===== src/rtl/supv_pkg.sv =====
package supv_pkg;

  typedef enum logic [1:0] {
    WD_LONG  = 2'd0,
    WD_MID   = 2'd1,
    WD_SHORT = 2'd2,
    WD_OFF   = 2'd3
  } wd_sel_e;

  localparam int unsigned WD_LONG_MS  = 1400;
  localparam int unsigned WD_MID_MS   = 600;
  localparam int unsigned WD_SHORT_MS = 200;

  // Period in milliseconds for a code; 0 means the watchdog never fires.
  function automatic int unsigned wd_period_ms(input wd_sel_e sel);
    case (sel)
      WD_LONG:  return WD_LONG_MS;
      WD_MID:   return WD_MID_MS;
      WD_SHORT: return WD_SHORT_MS;
      default:  return 0;
    endcase
  endfunction

  function automatic int unsigned ms_to_cycles(input int unsigned ms,
                                               input int unsigned cyc_per_ms);
    return ms * cyc_per_ms;
  endfunction

  function automatic int unsigned wd_period_cycles(input wd_sel_e sel,
                                                   input int unsigned cyc_per_ms);
    return ms_to_cycles(wd_period_ms(sel), cyc_per_ms);
  endfunction

endpackage


===== src/rtl/supv_sync.sv =====
module supv_sync #(
  parameter int unsigned W    = 2,
  parameter logic [W-1:0] INIT = '1
) (
  input  logic         clk,
  input  logic         rst_n,
  input  logic [W-1:0] d,
  output logic [W-1:0] q
);
  for (genvar i = 0; i < W; i++) begin : g_bit
    logic meta_q, sync_q;
    always_ff @(posedge clk or negedge rst_n) begin
      if (!rst_n) begin
        meta_q <= INIT[i];
        sync_q <= INIT[i];
      end else begin
        meta_q <= d[i];
        sync_q <= meta_q;
      end
    end
    assign q[i] = sync_q;
  end
endmodule


===== src/rtl/supv_start_det.sv =====
module supv_start_det (
  input  logic clk,
  input  logic rst_n,
  input  logic sda_s,
  input  logic scl_s,
  output logic start
);
  logic sda_d;

  always_ff @(posedge clk or negedge rst_n) begin
    if (!rst_n) sda_d <= 1'b1;
    else        sda_d <= sda_s;
  end

  assign start = scl_s & sda_d & ~sda_s;


  single_start_chk: assert property (@(posedge clk) disable iff (!rst_n)
    start |=> !start);
endmodule


===== src/rtl/supv_period_reg.sv =====
module supv_period_reg
  import supv_pkg::*;
(
  input  logic    clk,
  input  logic    rst_n,
  input  logic    wr,
  input  logic [1:0] wdata,
  input  logic    wp,
  output wd_sel_e sel
);
  logic wr_ok;
  assign wr_ok = wr & ~wp;

  always_ff @(posedge clk or negedge rst_n) begin
    if (!rst_n)     sel <= WD_LONG;
    else if (wr_ok) sel <= wd_sel_e'(wdata);
  end


  wp_lock_chk: assert property (@(posedge clk) disable iff (!rst_n)
    (wr && wp) |=> $stable(sel));
endmodule


===== src/rtl/supv_wd_timer.sv =====
module supv_wd_timer
  import supv_pkg::*;
#(
  parameter int unsigned MS_CYCLES = 100000,
  localparam int unsigned MAX_CYC  = ms_to_cycles(WD_LONG_MS, MS_CYCLES),
  localparam int unsigned CW       = $clog2(MAX_CYC + 1)
) (
  input  logic    clk,
  input  logic    rst_n,
  input  logic    hold,
  input  logic    kick,
  input  wd_sel_e sel,
  output logic    expire
);
  logic [CW-1:0] cnt;
  logic [CW-1:0] lim;
  logic          off;

  assign off    = (sel == WD_OFF);
  assign lim    = CW'(wd_period_cycles(sel, MS_CYCLES) - 1);
  assign expire = ~hold & ~off & (cnt >= lim);

  always_ff @(posedge clk or negedge rst_n) begin
    if (!rst_n)                             cnt <= '0;
    else if (hold || kick || off || expire) cnt <= '0;
    else                                    cnt <= cnt + 1'b1;
  end


  off_never_fires_chk: assert property (@(posedge clk) disable iff (!rst_n)
    off |-> !expire);

  restart_after_reset_chk: assert property (@(posedge clk) disable iff (!rst_n)
    $fell(hold) |-> (cnt == '0));
endmodule


===== src/rtl/supv_rel_timer.sv =====
module supv_rel_timer #(
  parameter int unsigned REL_CYC = 20000000,
  localparam int unsigned RW     = $clog2(REL_CYC + 1)
) (
  input  logic clk,
  input  logic rst_n,
  input  logic supply_ok,
  input  logic wd_expire,
  output logic rst_active,
  output logic abort
);
  localparam logic [RW-1:0] LAST = RW'(REL_CYC - 1);
  logic [RW-1:0] cnt;
  logic          trip;

  assign trip = ~supply_ok | wd_expire;

  always_ff @(posedge clk or negedge rst_n) begin
    if (!rst_n) begin
      rst_active <= 1'b1;
      cnt        <= '0;
      abort      <= 1'b0;
    end else begin
      abort <= trip & ~rst_active;
      if (trip) begin
        rst_active <= 1'b1;
        cnt        <= '0;
      end else if (rst_active) begin
        if (cnt == LAST) begin
          rst_active <= 1'b0;
          cnt        <= '0;
        end else begin
          cnt <= cnt + 1'b1;
        end
      end
    end
  end


  brownout_reset_chk: assert property (@(posedge clk) disable iff (!rst_n)
    !supply_ok |=> rst_active);

  release_needs_supply_chk: assert property (@(posedge clk) disable iff (!rst_n)
    $fell(rst_active) |-> $past(supply_ok));

  abort_on_entry_chk: assert property (@(posedge clk) disable iff (!rst_n)
    $rose(rst_active) |-> abort);

  abort_only_entry_chk: assert property (@(posedge clk) disable iff (!rst_n)
    abort |-> $rose(rst_active));
endmodule


===== src/rtl/supv_reset_top.sv =====
module supv_reset_top
  import supv_pkg::*;
#(
  parameter int unsigned MS_CYCLES  = 100000,
  parameter int unsigned RELEASE_MS = 200,
  parameter bit          ACTIVE_LOW = 1'b1,
  localparam int unsigned REL_CYC   = ms_to_cycles(RELEASE_MS, MS_CYCLES)
) (
  input  logic       clk,
  input  logic       rst_n,
  input  logic       supply_ok,
  input  logic       sda_in,
  input  logic       scl_in,
  input  logic       wd_sel_wr,
  input  logic [1:0] wd_sel_wdata,
  input  logic       wd_wp,
  input  logic       nv_start_req,
  output logic [1:0] wd_sel,
  output logic       sys_rst,
  output logic       bus_block,
  output logic       xfer_abort,
  output logic       nv_start_ok
);
  logic [1:0] bus_s;
  logic       start_ev;
  logic       wd_expire;
  logic       rst_active;
  wd_sel_e    sel;

  supv_sync #(.W(2), .INIT(2'b11)) u_sync (
    .clk(clk), .rst_n(rst_n), .d({scl_in, sda_in}), .q(bus_s)
  );

  supv_start_det u_start (
    .clk(clk), .rst_n(rst_n), .sda_s(bus_s[0]), .scl_s(bus_s[1]), .start(start_ev)
  );

  supv_period_reg u_sel (
    .clk(clk), .rst_n(rst_n), .wr(wd_sel_wr), .wdata(wd_sel_wdata),
    .wp(wd_wp), .sel(sel)
  );

  supv_wd_timer #(.MS_CYCLES(MS_CYCLES)) u_wd (
    .clk(clk), .rst_n(rst_n), .hold(rst_active), .kick(start_ev),
    .sel(sel), .expire(wd_expire)
  );

  supv_rel_timer #(.REL_CYC(REL_CYC)) u_rel (
    .clk(clk), .rst_n(rst_n), .supply_ok(supply_ok), .wd_expire(wd_expire),
    .rst_active(rst_active), .abort(xfer_abort)
  );

  if (ACTIVE_LOW) begin : g_pol_low
    assign sys_rst = ~rst_active;
  end else begin : g_pol_high
    assign sys_rst = rst_active;
  end

  assign wd_sel      = sel;
  assign bus_block   = rst_active;
  assign nv_start_ok = nv_start_req & ~rst_active;


  expire_forces_reset_chk: assert property (@(posedge clk) disable iff (!rst_n)
    wd_expire |=> rst_active);

  no_nv_start_in_reset_chk: assert property (@(posedge clk) disable iff (!rst_n)
    bus_block |-> !nv_start_ok);
endmodule


===== config.mk =====
export PLATFORM = sky130hd
export DESIGN_NAME = supv_reset_top
export DESIGN_NICKNAME = d
export VERILOG_FILES = /design/src/rtl/supv_pkg.sv /design/src/rtl/supv_sync.sv /design/src/rtl/supv_start_det.sv /design/src/rtl/supv_period_reg.sv /design/src/rtl/supv_wd_timer.sv /design/src/rtl/supv_rel_timer.sv /design/src/rtl/supv_reset_top.sv
export SDC_FILE = /design/constraint.sdc
export NUM_CORES = 1
export LEC_CHECK = 0
export ABC_AREA = 1
export BUFFER_PORTS_ARGS = -buffer_cell sky130_fd_sc_hd__clkbuf_2
export CAP_MARGIN = 20
export CORE_MARGIN = 2
export CORE_UTILIZATION = 34
export CTS_CLUSTER_SIZE = 24
export DETAILED_ROUTE_END_ITERATION = 7
export GPL_TIMING_DRIVEN = 0
export PLACE_DENSITY = 0.55
export SLEW_MARGIN = 20
export SYNTH_ARGS = -nofsm -noshare
export SYNTH_HDL_FRONTEND = slang
export SYNTH_HIERARCHICAL = 1
export SYNTH_SLANG_ARGS = --single-unit

===== constraint.sdc =====
create_clock -name clk -period 2.7 [get_ports clk]
set_clock_uncertainty 0.15 [all_clocks]
set_input_delay 0.54 -clock clk [delete_from_list [all_inputs] [get_ports clk]]
set_output_delay 0.54 -clock clk [all_outputs]
set_load 0.1 [all_outputs]

==> results of run 1 <==
==> logic make-up (layout without fill, tap and decap cells) <==
| family | Yosys count | count (layout) | synth area share |
|---|---|---|---|
| and+or+nand+nor | 336 | 336 | 0.3509 |
| DFF | 62 | 62 | 0.3671 |
| AOI/OAI and AO/OA | 33 | 33 | 0.06276 |
| adders and majority gates | 29 | 29 | 0.08545 |
| xor gates and xnor gates | 32 | 32 | 0.06600 |
| buffers and inverters | 66 | 120 | 0.06776 |
==> placed cells by master (no fill, tap or decap), types with 3 or more instances in the layout <==
cell type and count:
a21oi_1 4, buf_12 3, buf_4 14, buf_6 9
clkbuf_16 9, clkbuf_2 14, clkinv_2 4, dfrtp_1 54
dfstp_2 6, ha_1 20, ha_4 8, inv_1 50
inv_2 5, nand2_1 156, nand2_2 17, nand3_1 27
nand3_2 3, nand4_1 7, nor2_1 94, nor2_2 10
nor2_4 6, nor3_1 4, o21ai_1 9, o22ai_2 8
xnor2_1 10, xor2_1 22
==> routing by layer <==
layer / track usage / up-vias
met5: 0 / -
met4: 0.06905 / 0
met3: 0.01883 / 16
met2: 0.2651 / 91
met1: 0.2411 / 1680
li1: - / 1853
==> power breakdown <==
group          internal (mW)  switching [mW]
Sequential             0.947          0.0178
Combinational          0.114           0.153
Clock                  0.727           0.418
==> timing repair <==
item	CTS	global route
cloned	1	1
resized for setup	3	31
hold buffers	1	0
hold endpoints to repair	14	0
setup buffers	14	6
endpoints found under the setup margin	25	25
pin swaps	8	7
==> state kept, by name, summed over array words and instances (netlist names) <==
name / cells
u_sync/g_bit.meta_q: 2
u_sel/sel: 2
u_rel/cnt: 25
u_start/sda_d: 1
u_wd/cnt: 28
u_sync/g_bit.sync_q: 2
u_rel/rst_active: 1
u_rel/abort: 1
==> worst paths after layout <==
check | startpoint | cells past startpoint | end | slack (ps)
max in group asynchronous | rst_n | 3 | u_sync/g_bit[0].sync_q$_DFF_PN1_ | 1310
min in group asynchronous | rst_n | 2 | u_wd/cnt[16]$_DFF_PN0_ | 520
max | u_sel/sel[1]$_DFFE_PN0P_ | 15 | u_rel/cnt[4]$_DFFE_PN0P_ | 10
max reg2reg | u_sel/sel[1]$_DFFE_PN0P_ | 15 | u_rel/cnt[4]$_DFFE_PN0P_ | 10
min | scl_in | 1 | u_sync/g_bit[1].meta_q$_DFF_PN1_ | 140
min reg2reg | u_sync/g_bit[1].meta_q$_DFF_PN1_ | 0 | u_sync/g_bit[1].sync_q$_DFF_PN1_ | 210
==> worst register-to-register path: cells and delay by family (launching register included) <==
kind	cells	cell delay [ps]
fa+ha+maj	2	510
compound gates	1	60
simple gates	9	830
flops	1	540
buf+inv	3	490
==> per-stage QoR <==
stage	total power [mW]	cell area, um^2	cells
after CTS	2.407	5132	773
after detailed placement	1.201	4674	742
after global routing	2.482	5318	780
after global placement	1.190	4644	741
final	2.377	5318	780
after floorplan	1.132	4359	558
==> final cells by class <==
| cell class | count | area (um^2) |
|---|---|---|
| clock buffers | 10 | 239.0 |
| inverters | 60 | 247.7 |
| flip-flops and latches | 62 | 1567 |
| clock inverters | 5 | 50.05 |
| well taps | 168 | 210.2 |
| multi-input cells | 430 | 2585 |
| repair buffers | 39 | 350.3 |
| plain buffers | 6 | 68.82 |
| fillers | 1237 | 6794 |
==> reports/results.ini, run 1 <==
[status]
status = complete, no violations

[logic_synthesis]
synthCells = 558
yosys_warnings = 6
synth.distinct_cells = 39
synth_top_area_share = 0.3300
ys.flop_type = dfrtp_1
synth_area_mm2 = 0.004247
yosysTopAreaCell = dfrtp_1
synth_edf_count = 0
avgSynthCellArea_um2 = 7.610
ys_seq_area_frac = 0.3671
synthArstFlopShare = 1.000
yosysMostFrequentCell = nand2_1
synth_nets = 597
synth-seq-cells = 62
synthTopCellsByCount = nand2_1, nor2_1, dfrtp_1
synthTopCellsByArea = dfrtp_1, nand2_1, nor2_1, ha_1, inv_1

[clocking]
clock-sinks = 62
clk_pin_slew_worst_paths_ps = 50
cts_tree = yes
cts-root-buf = clkbuf_16
cts_buffer_depth = 2
insertion_delay_ps = 330
htreeDepth = 3
numCtsBuffers = 9

[sta]
period_share = 0.9947
worst_pin_slew_ps = 543.3
whs_ps = 137.5
setup_viol = 0
hold_viol_final = 0
fin_setup_tns_ps = 0
slew_headroom = 0.6393
fmaxAchievable_mhz = 372.3
min_period_ps = 2686
layout_setup_ws_ps = 14.25
rsz0062_at_grt = true
finalMaxSlewViolations = 0

[placement]
dpl_worst_slack_ps = -300.8
gp_congestion = 0.8627
hpwlAfterDp_mm = 7.422
port_buffers = 15

[job]
max-cap-violations = 0

[routing]
wl_met1_mm = 4.972
ant_nets = 0
vias = 3640
via_per_inst = 4.667
drc_errors = 0
drt-pass1-iter-count = 5
wl_per_cell_um = 13.14
dr_wl_met2_mm = 4.651
wl_met3_um = 428
wl_mm = 10.25
highest_layer = met4
dr.first_iter.drc_count = 205

[power_and_ir_drop]
leakagePower_nw = 2.321
ir_drop_uv = 305.2
p_per_area_mw_per_mm2 = 447.0

[setup_path]
crit_chain = inv_4 > ha_4 > ha_4 > nand2_1 > nor2_1 > nand2_1 > nor2_2 > nand2_2 > nand3_2 > and2_4 > nor2_4 > buf_6 > nand2_8 > bufbuf_16 > o22ai_2
crit_path_start_kind = register
critPathCaptureType = register
path_buf_inv = 3
critPathTopFamily = simple AND/OR/NAND/NOR gates
slowest_stage = dfrtp_4
critPathRequiredTime_ps = 2760
path_max_fanout = 6
crit_arrival_ps = 2740
slowest_delay_ps = 540
crit_type = register to register

[global_routing]
grt_pass1_wl_mm = 17.82
antenna_found_initial = 0
track_usage = 0.1698
overflow = 0
grt_max_degree = 46
grt_pass1_vias = 3753

[die]
io_pins = 16
die_w_um = 115.8
rows = 40
coreArea_mm2 = 0.01211
fp.dieH_um = 115.8
dieArea_mm2 = 0.01340
start_util = 0.3506

[finish]
diodes = 0
fin_nets = 647
drive_gt1_frac = 0.2337
area_growth_pct = 25.22
fin_util = 0.4391

[min_path]
hold_path_class = input pin to register

Power figures use the tool's default switching activity.
==> run 2, diff against run 1 <==
--- a/config.mk
+++ b/config.mk
@@ -8,6 +8,7 @@
 export ABC_AREA = 1
 export BUFFER_PORTS_ARGS = -buffer_cell sky130_fd_sc_hd__clkbuf_2
 export CAP_MARGIN = 20
+export CORE_ASPECT_RATIO = 1.4
 export CORE_MARGIN = 2
 export CORE_UTILIZATION = 34
 export CTS_CLUSTER_SIZE = 24
==> reports/results.ini, run 2 (synthesized netlist as in run 1, its figures left out) <==
[sta]
slew_headroom = 0.6373
hold_viol_final = 0
period_share = 0.9815
rsz0062_at_grt = true
setup_viol = 0
worst_pin_slew_ps = 546.3
min_period_ps = 2650
finalMaxSlewViolations = 0
fmaxAchievable_mhz = 377.4

[routing]
via_per_inst = 4.806
drt-pass1-iter-count = 4
dr.first_iter.drc_count = 100
ant_nets = 0
wl_per_cell_um = 13.70
drc_errors = 0
vias = 3638
wl_mm = 10.37

[setup_path]
critPathCaptureType = register
rr_startpoint = u_sel/sel[1]$_DFFE_PN0P_
r2r_setup_slack_ps = 50
crit_type = register to register
cp-startpoint = u_sel/sel[1]$_DFFE_PN0P_
r2r_cells = 16
reg2reg_to = u_rel/cnt[22]$_DFFE_PN0P_
crit_path_start_kind = register
crit_arrival_ps = 2760
path_max_fanout = 7
critPathRequiredTime_ps = 2810

[die]
rows = 48
dieArea_mm2 = 0.01341
die_w_um = 98.46
start_util = 0.3466
fp.dieH_um = 136.2
coreArea_mm2 = 0.01225
io_pins = 16

[placement]
gp_congestion = 0.8978
hpwlAfterDp_mm = 7.679
port_buffers = 15
post_dp_cell_area_mm2 = 0.004644

[finish]
largest_reg_flops = 28
mostFrequentLayoutCells = nand2_1, nor2_1, dfrtp_1
diodes = 0
reg_top3 = u_wd/cnt x28, u_rel/cnt x25
area_growth_pct = 24.10
design_area_mm2 = 0.005270
top_register = u_wd/cnt
drive_gt1_frac = 0.2224
layout_commonest_cell = nand2_1
fin_util = 0.4301
fin_nets = 641

[job]
max-cap-violations = 0

[power_and_ir_drop]
p_per_area_mw_per_mm2 = 465.4
power_mw = 2.453
leakagePower_nw = 2.299
ir_drop_uv = 284.3

[global_routing]
grt_max_degree = 37
overflow = 0
antenna_found_initial = 0
grt_pass1_vias = 3658
grt_pass1_wl_mm = 17.26
track_usage = 0.1617

[clocking]
insertion_delay_ps = 330
numCtsBuffers = 9
cts_buffer_depth = 2
cts_tree = yes
htreeDepth = 3
cts-root-buf = clkbuf_16
clk_pin_slew_worst_paths_ps = 50
clock-sinks = 62
cts_hold_buffers = 0

[min_path]
hold_path_class = input pin to asynchronous set/reset pin

[status]
status = complete, no violations

[run 2: changes by cell type in the layout (fill, tap and decap cells not counted), moves of 2 or more]
cell,before,now
buf_6,9,6
nor2_4,6,8
nand2_1,156,160
clkbuf_8,1,3
nand2_2,17,12
buf_4,14,12
clkinv_2,4,1
buf_12,3,5
[run 2: critical path, cell delays in order, from the launching register on]
cell	delay, ps
dfrtp_4	550
inv_4	100
ha_4	240
ha_4	220
a21o_1	170
nor2_1	90
nand2_1	70
nand2_2	100
nand3_2	70
and2_4	150
nor2_4	100
inv_2	70
nor2_4	150
buf_12	140
buf_6	110
nand2_1	50
nand2_1	60
[run 2: worst max-delay path by stage]
stage                                      endpoint  slack (ps)  depth (start not counted)
final                     u_rel/cnt[22]$_DFFE_PN0P_          50                         16
after global routing      u_rel/cnt[14]$_DFFE_PN0P_         -80                         19
after CTS                  u_rel/cnt[4]$_DFFE_PN0P_          10                         15
after detailed placement   u_rel/cnt[2]$_DFFE_PN0P_        -230                         17
after global placement     u_rel/cnt[2]$_DFFE_PN0P_        -220                         17
after floorplan            u_rel/cnt[2]$_DFFE_PN0P_        -110                         16
[run 2: cell type report]
| type | instances | area, um^2 |
|---|---|---|
| Timing Repair Buffer | 33 | 294.0 |
| Buffer | 6 | 68.82 |
| Multi-Input combinational cell | 430 | 2597 |
| Clock buffer | 13 | 270.3 |
| Fill cell | 1228 | 6982 |
| Clock inverter | 3 | 42.54 |
| Sequential cell | 62 | 1567 |
| Inverter | 60 | 242.7 |
| Tap cell | 150 | 187.7 |
[run 2: stage by stage]
| stage | TNS (ps) | worst slack, ps | hold WS (ps) | std cells |
|---|---|---|---|---|
| after floorplan | -2020 | -114.7 | 94.41 | 558 |
| after global placement | -4376 | -221.2 | 195.6 | 723 |
| after detailed placement | -4309 | -227.9 | 197.6 | 724 |
| after CTS | 0 | 14.24 | 26.21 | 749 |
| after global routing | -1087 | -76.47 | 55.34 | 757 |
| final | 0 | 50.06 | 26.63 | 757 |
[run 2: layer usage]
metal | up-vias | track usage | part of all wire | wire length (um)
li1 | 1853 | - | - | -
met4 | 0 | 0.07458 | 0.027 | 277
met2 | 51 | 0.3005 | 0.55 | 5702
met1 | 1713 | 0.1793 | 0.41 | 4201
met5 | - | 0 | 0 | 0
met3 | 21 | 0.02519 | 0.018 | 188
[run 2: repair_timing]
| item | 4_1_cts | 5_1_grt |
|---|---|---|
| cloned | 1 | 1 |
| setup endpoints to repair | 25 | 25 |
| gates resized for setup | 8 | 23 |
| pin swaps | 7 | 13 |
| setup buffers | 8 | 7 |
[run 2: power by group]
part	total [mW]	leakage, nW	switching (mW)	internal [mW]
registers	0.966	0.838	0.0196	0.947
clock network	1.20	0.152	0.415	0.789
logic	0.283	1.31	0.164	0.118
total	2.45	2.30	0.599	1.85
==> run 3, diff against run 2 <==
--- a/config.mk
+++ b/config.mk
@@ -9,7 +9,6 @@
 export BUFFER_PORTS_ARGS = -buffer_cell sky130_fd_sc_hd__clkbuf_2
 export CAP_MARGIN = 20
 export CORE_ASPECT_RATIO = 1.4
-export CORE_MARGIN = 2
 export CORE_UTILIZATION = 34
 export CTS_CLUSTER_SIZE = 24
 export DETAILED_ROUTE_END_ITERATION = 7
@@ -18,5 +17,4 @@
 export SLEW_MARGIN = 20
 export SYNTH_ARGS = -nofsm -noshare
 export SYNTH_HDL_FRONTEND = slang
-export SYNTH_HIERARCHICAL = 1
 export SYNTH_SLANG_ARGS = --single-unit
==> constraint.sdc (replaced) <==
create_clock -name clk -period 2.7 [get_ports clk]
set_clock_uncertainty 0.15 [all_clocks]
set_input_delay 0.54 -clock clk [delete_from_list [all_inputs] [get_ports clk]]
set_output_delay 0.54 -clock clk [all_outputs]
set_load 0.02 [all_outputs]
==> reports/results.ini, run 3 <==
[status]
status = complete, no violations

[global_routing]
overflow = 0
grt_pass1_wl_mm = 16.85
grt_pass1_vias = 3549
grt_max_degree = 46
track_usage = 0.1748
antenna_found_initial = 0

[logic_synthesis]
ys_seq_area_frac = 0.3731
yosys_warnings = 0
yosysTopAreaCell = dfrtp_1
synth-seq-cells = 62
synth_nets = 592
yosysMostFrequentCell = nand2_1
synthCells = 553
synthTopCellsByCount = nand2_1, nor2_1, inv_1
synth_area_mm2 = 0.004179
synth_top_area_share = 0.3353
synthTopCellsByArea = dfrtp_1, nand2_1, ha_1, nor2_1, inv_1
synth.distinct_cells = 33
synth_edf_count = 0
avgSynthCellArea_um2 = 7.557
ys.flop_type = dfrtp_1
synthArstFlopShare = 1.000

[clocking]
cts-root-buf = clkbuf_16
clock-sinks = 62
cts_tree = yes
clk_pin_slew_worst_paths_ps = 60
cts_buffer_depth = 2
insertion_delay_ps = 330
numCtsBuffers = 9
htreeDepth = 3

[power_and_ir_drop]
p_int_mw = 1.899
power_mw = 2.435
p_sw_frac = 0.2203
p_per_area_mw_per_mm2 = 493.4
ir_drop_uv = 353.0
p_seq_frac = 0.394
leakagePower_nw = 2.235
net-switching-power_mw = 0.5365
p_comb_frac = 0.073
clock_power_share = 0.533

[finish]
top_register = u_wd.cnt
diodes = 0
drive_gt1_frac = 0.1672
layout_commonest_cell = nand2_1
area_growth_pct = 18.11
largest_reg_flops = 28
reg_top3 = u_wd.cnt x28, u_rel.cnt x25
fin_cells = 739
fin_nets = 626
mostFrequentLayoutCells = nand2_1, nor2_1, inv_1

[setup_path]
critPathRequiredTime_ps = 2790
crit_type = register to register
path_common_cell = nand2_1
path_max_fanout = 6
slowest_stage = dfrtp_2
critPathTopFamily = simple AND/OR/NAND/NOR gates
crit_path_start_kind = register
crit_chain = clkinv_4 > ha_4 > ha_1 > nand2_1 > inv_1 > nand2_1 > nand2_1 > a21oi_1 > nand3_2 > nand2_4 > nand2_4 > buf_4 > nor3_1
slowest_delay_ps = 450
crit_arrival_ps = 2550
path_buf_inv = 3
critPathCaptureType = register

[sta]
layout_setup_ws_ps = 235.4
slew_headroom = 0.6491
fin_setup_tns_ps = 0
finalMaxSlewViolations = 0
fmaxAchievable_mhz = 405.7
min_period_ps = 2465
hold_viol_final = 0
worst_pin_slew_ps = 526.4
period_share = 0.9128
rsz0062_at_grt = false
whs_ps = 142.1
setup_viol = 0

[die]
start_util = 0.3518
rows = 47
fp.dieH_um = 133.2
io_pins = 16
die_w_um = 95.70
dieArea_mm2 = 0.01274
coreArea_mm2 = 0.01188

[placement]
hpwlAfterDp_mm = 7.783
port_buffers = 15
dpl_worst_slack_ps = -197.4
dpl.cell_count = 716
gp_congestion = 0.9088

[routing]
highest_layer = met4
dr_wl_met2_mm = 5.550
wl_met1_mm = 4.194
drc_errors = 0
dr.first_iter.drc_count = 79
ant_nets = 0
via_per_inst = 4.825
wl_met3_um = 179
wl_mm = 10.14
vias = 3566
wl_per_cell_um = 13.72
drt-pass1-iter-count = 7

[min_path]
hold_path_class = input pin to register

[job]
max-cap-violations = 0

-- run 3: changes by cell type in the layout (fill, tap and decap cells not counted), sizes merged, moves of 9 or more --
| cell | previous run | this run |
|---|---|---|
| nand2 | 176 | 139 |
| nor3 | 6 | 30 |
| nand4 | 8 | 26 |
| nor2 | 111 | 98 |
| a21oi | 7 | 19 |
| o22ai | 10 | 0 |
| buf | 24 | 15 |
-- run 3: final cells by class --
| class | count | area [um^2] |
|---|---|---|
| Timing Repair Buffer | 23 | 160.2 |
| Clock inverter | 3 | 65.06 |
| Clock buffer | 13 | 270.3 |
| Multi-Input combinational cell | 416 | 2357 |
| Tap cell | 147 | 183.9 |
| Inverter | 64 | 245.2 |
| Buffer | 11 | 92.59 |
| Fill cell | 1215 | 6943 |
| Sequential cell | 62 | 1562 |
-- run 3: timing repair --
| item | CTS | global route |
|---|---|---|
| pin swaps | 0 | 1 |
| endpoints found under the setup margin | 46 | 54 |
| endpoints found under the hold margin | 17 | 0 |
| gates resized for setup | 7 | 16 |
| hold buffers | 1 | 0 |
| buffers inserted | 1 | 5 |
-- run 3: power groups by stage --
stage	clock, mW	sequential (mW)	combinational, mW
2_1_floorplan	0	0.974	0.0833
3_3_place_gp	0	0.973	0.144
3_5_place_dp	0	0.973	0.154
4_1_cts	1.33	0.959	0.161
5_1_grt	1.36	0.962	0.206
6_report	1.30	0.960	0.177
-- run 3: routing by layer --
| layer | global-route usage | vias up |
|---|---|---|
| met5 | 0 | - |
| met4 | 0.06385 | 0 |
| met3 | 0.03938 | 17 |
| met2 | 0.3234 | 35 |
| met1 | 0.1889 | 1671 |
| li1 | - | 1843 |
-- run 3: metrics by stage --
stage          utilization  cell area [um^2]
3_5_place_dp        0.3761              4468
4_1_cts             0.4071              4836
5_1_grt             0.4155              4936
2_1_floorplan            -              4179
3_3_place_gp        0.3736              4438
6_report            0.4155              4936
-- run 3: cells by family (layout without fill, tap and decap cells) --
family          count (synthesis)  count (layout)  synth area share
flops                          62              62            0.3731
simple gates                  335             335            0.3772
buf+inv                        75             114           0.07365
compound gates                 25              25           0.03263
xor+xnor                       27              27           0.05659
fa+ha+maj                      29              29           0.08683
-- run 3: path summary, 6_finish.rpt --
kind                                                  startpoint                          endpoint  slack [ps]  cells past startpoint
worst max-delay path                    u_sel.sel[0]$_DFFE_PN0P_             u_wd.cnt[9]$_DFF_PN0_         240                     13
worst min-delay path                                      scl_in  u_sync.g_bit[1].meta_q$_DFF_PN1_         140                      1
worst max register to register          u_sel.sel[0]$_DFFE_PN0P_             u_wd.cnt[9]$_DFF_PN0_         240                     13
worst min register to register  u_sync.g_bit[1].meta_q$_DFF_PN1_  u_sync.g_bit[1].sync_q$_DFF_PN1_         200                      0
max in group asynchronous                                  rst_n           u_start.sda_d$_DFF_PN1_        1300                      3
min in group asynchronous                                  rst_n            u_wd.cnt[20]$_DFF_PN0_         520                      2
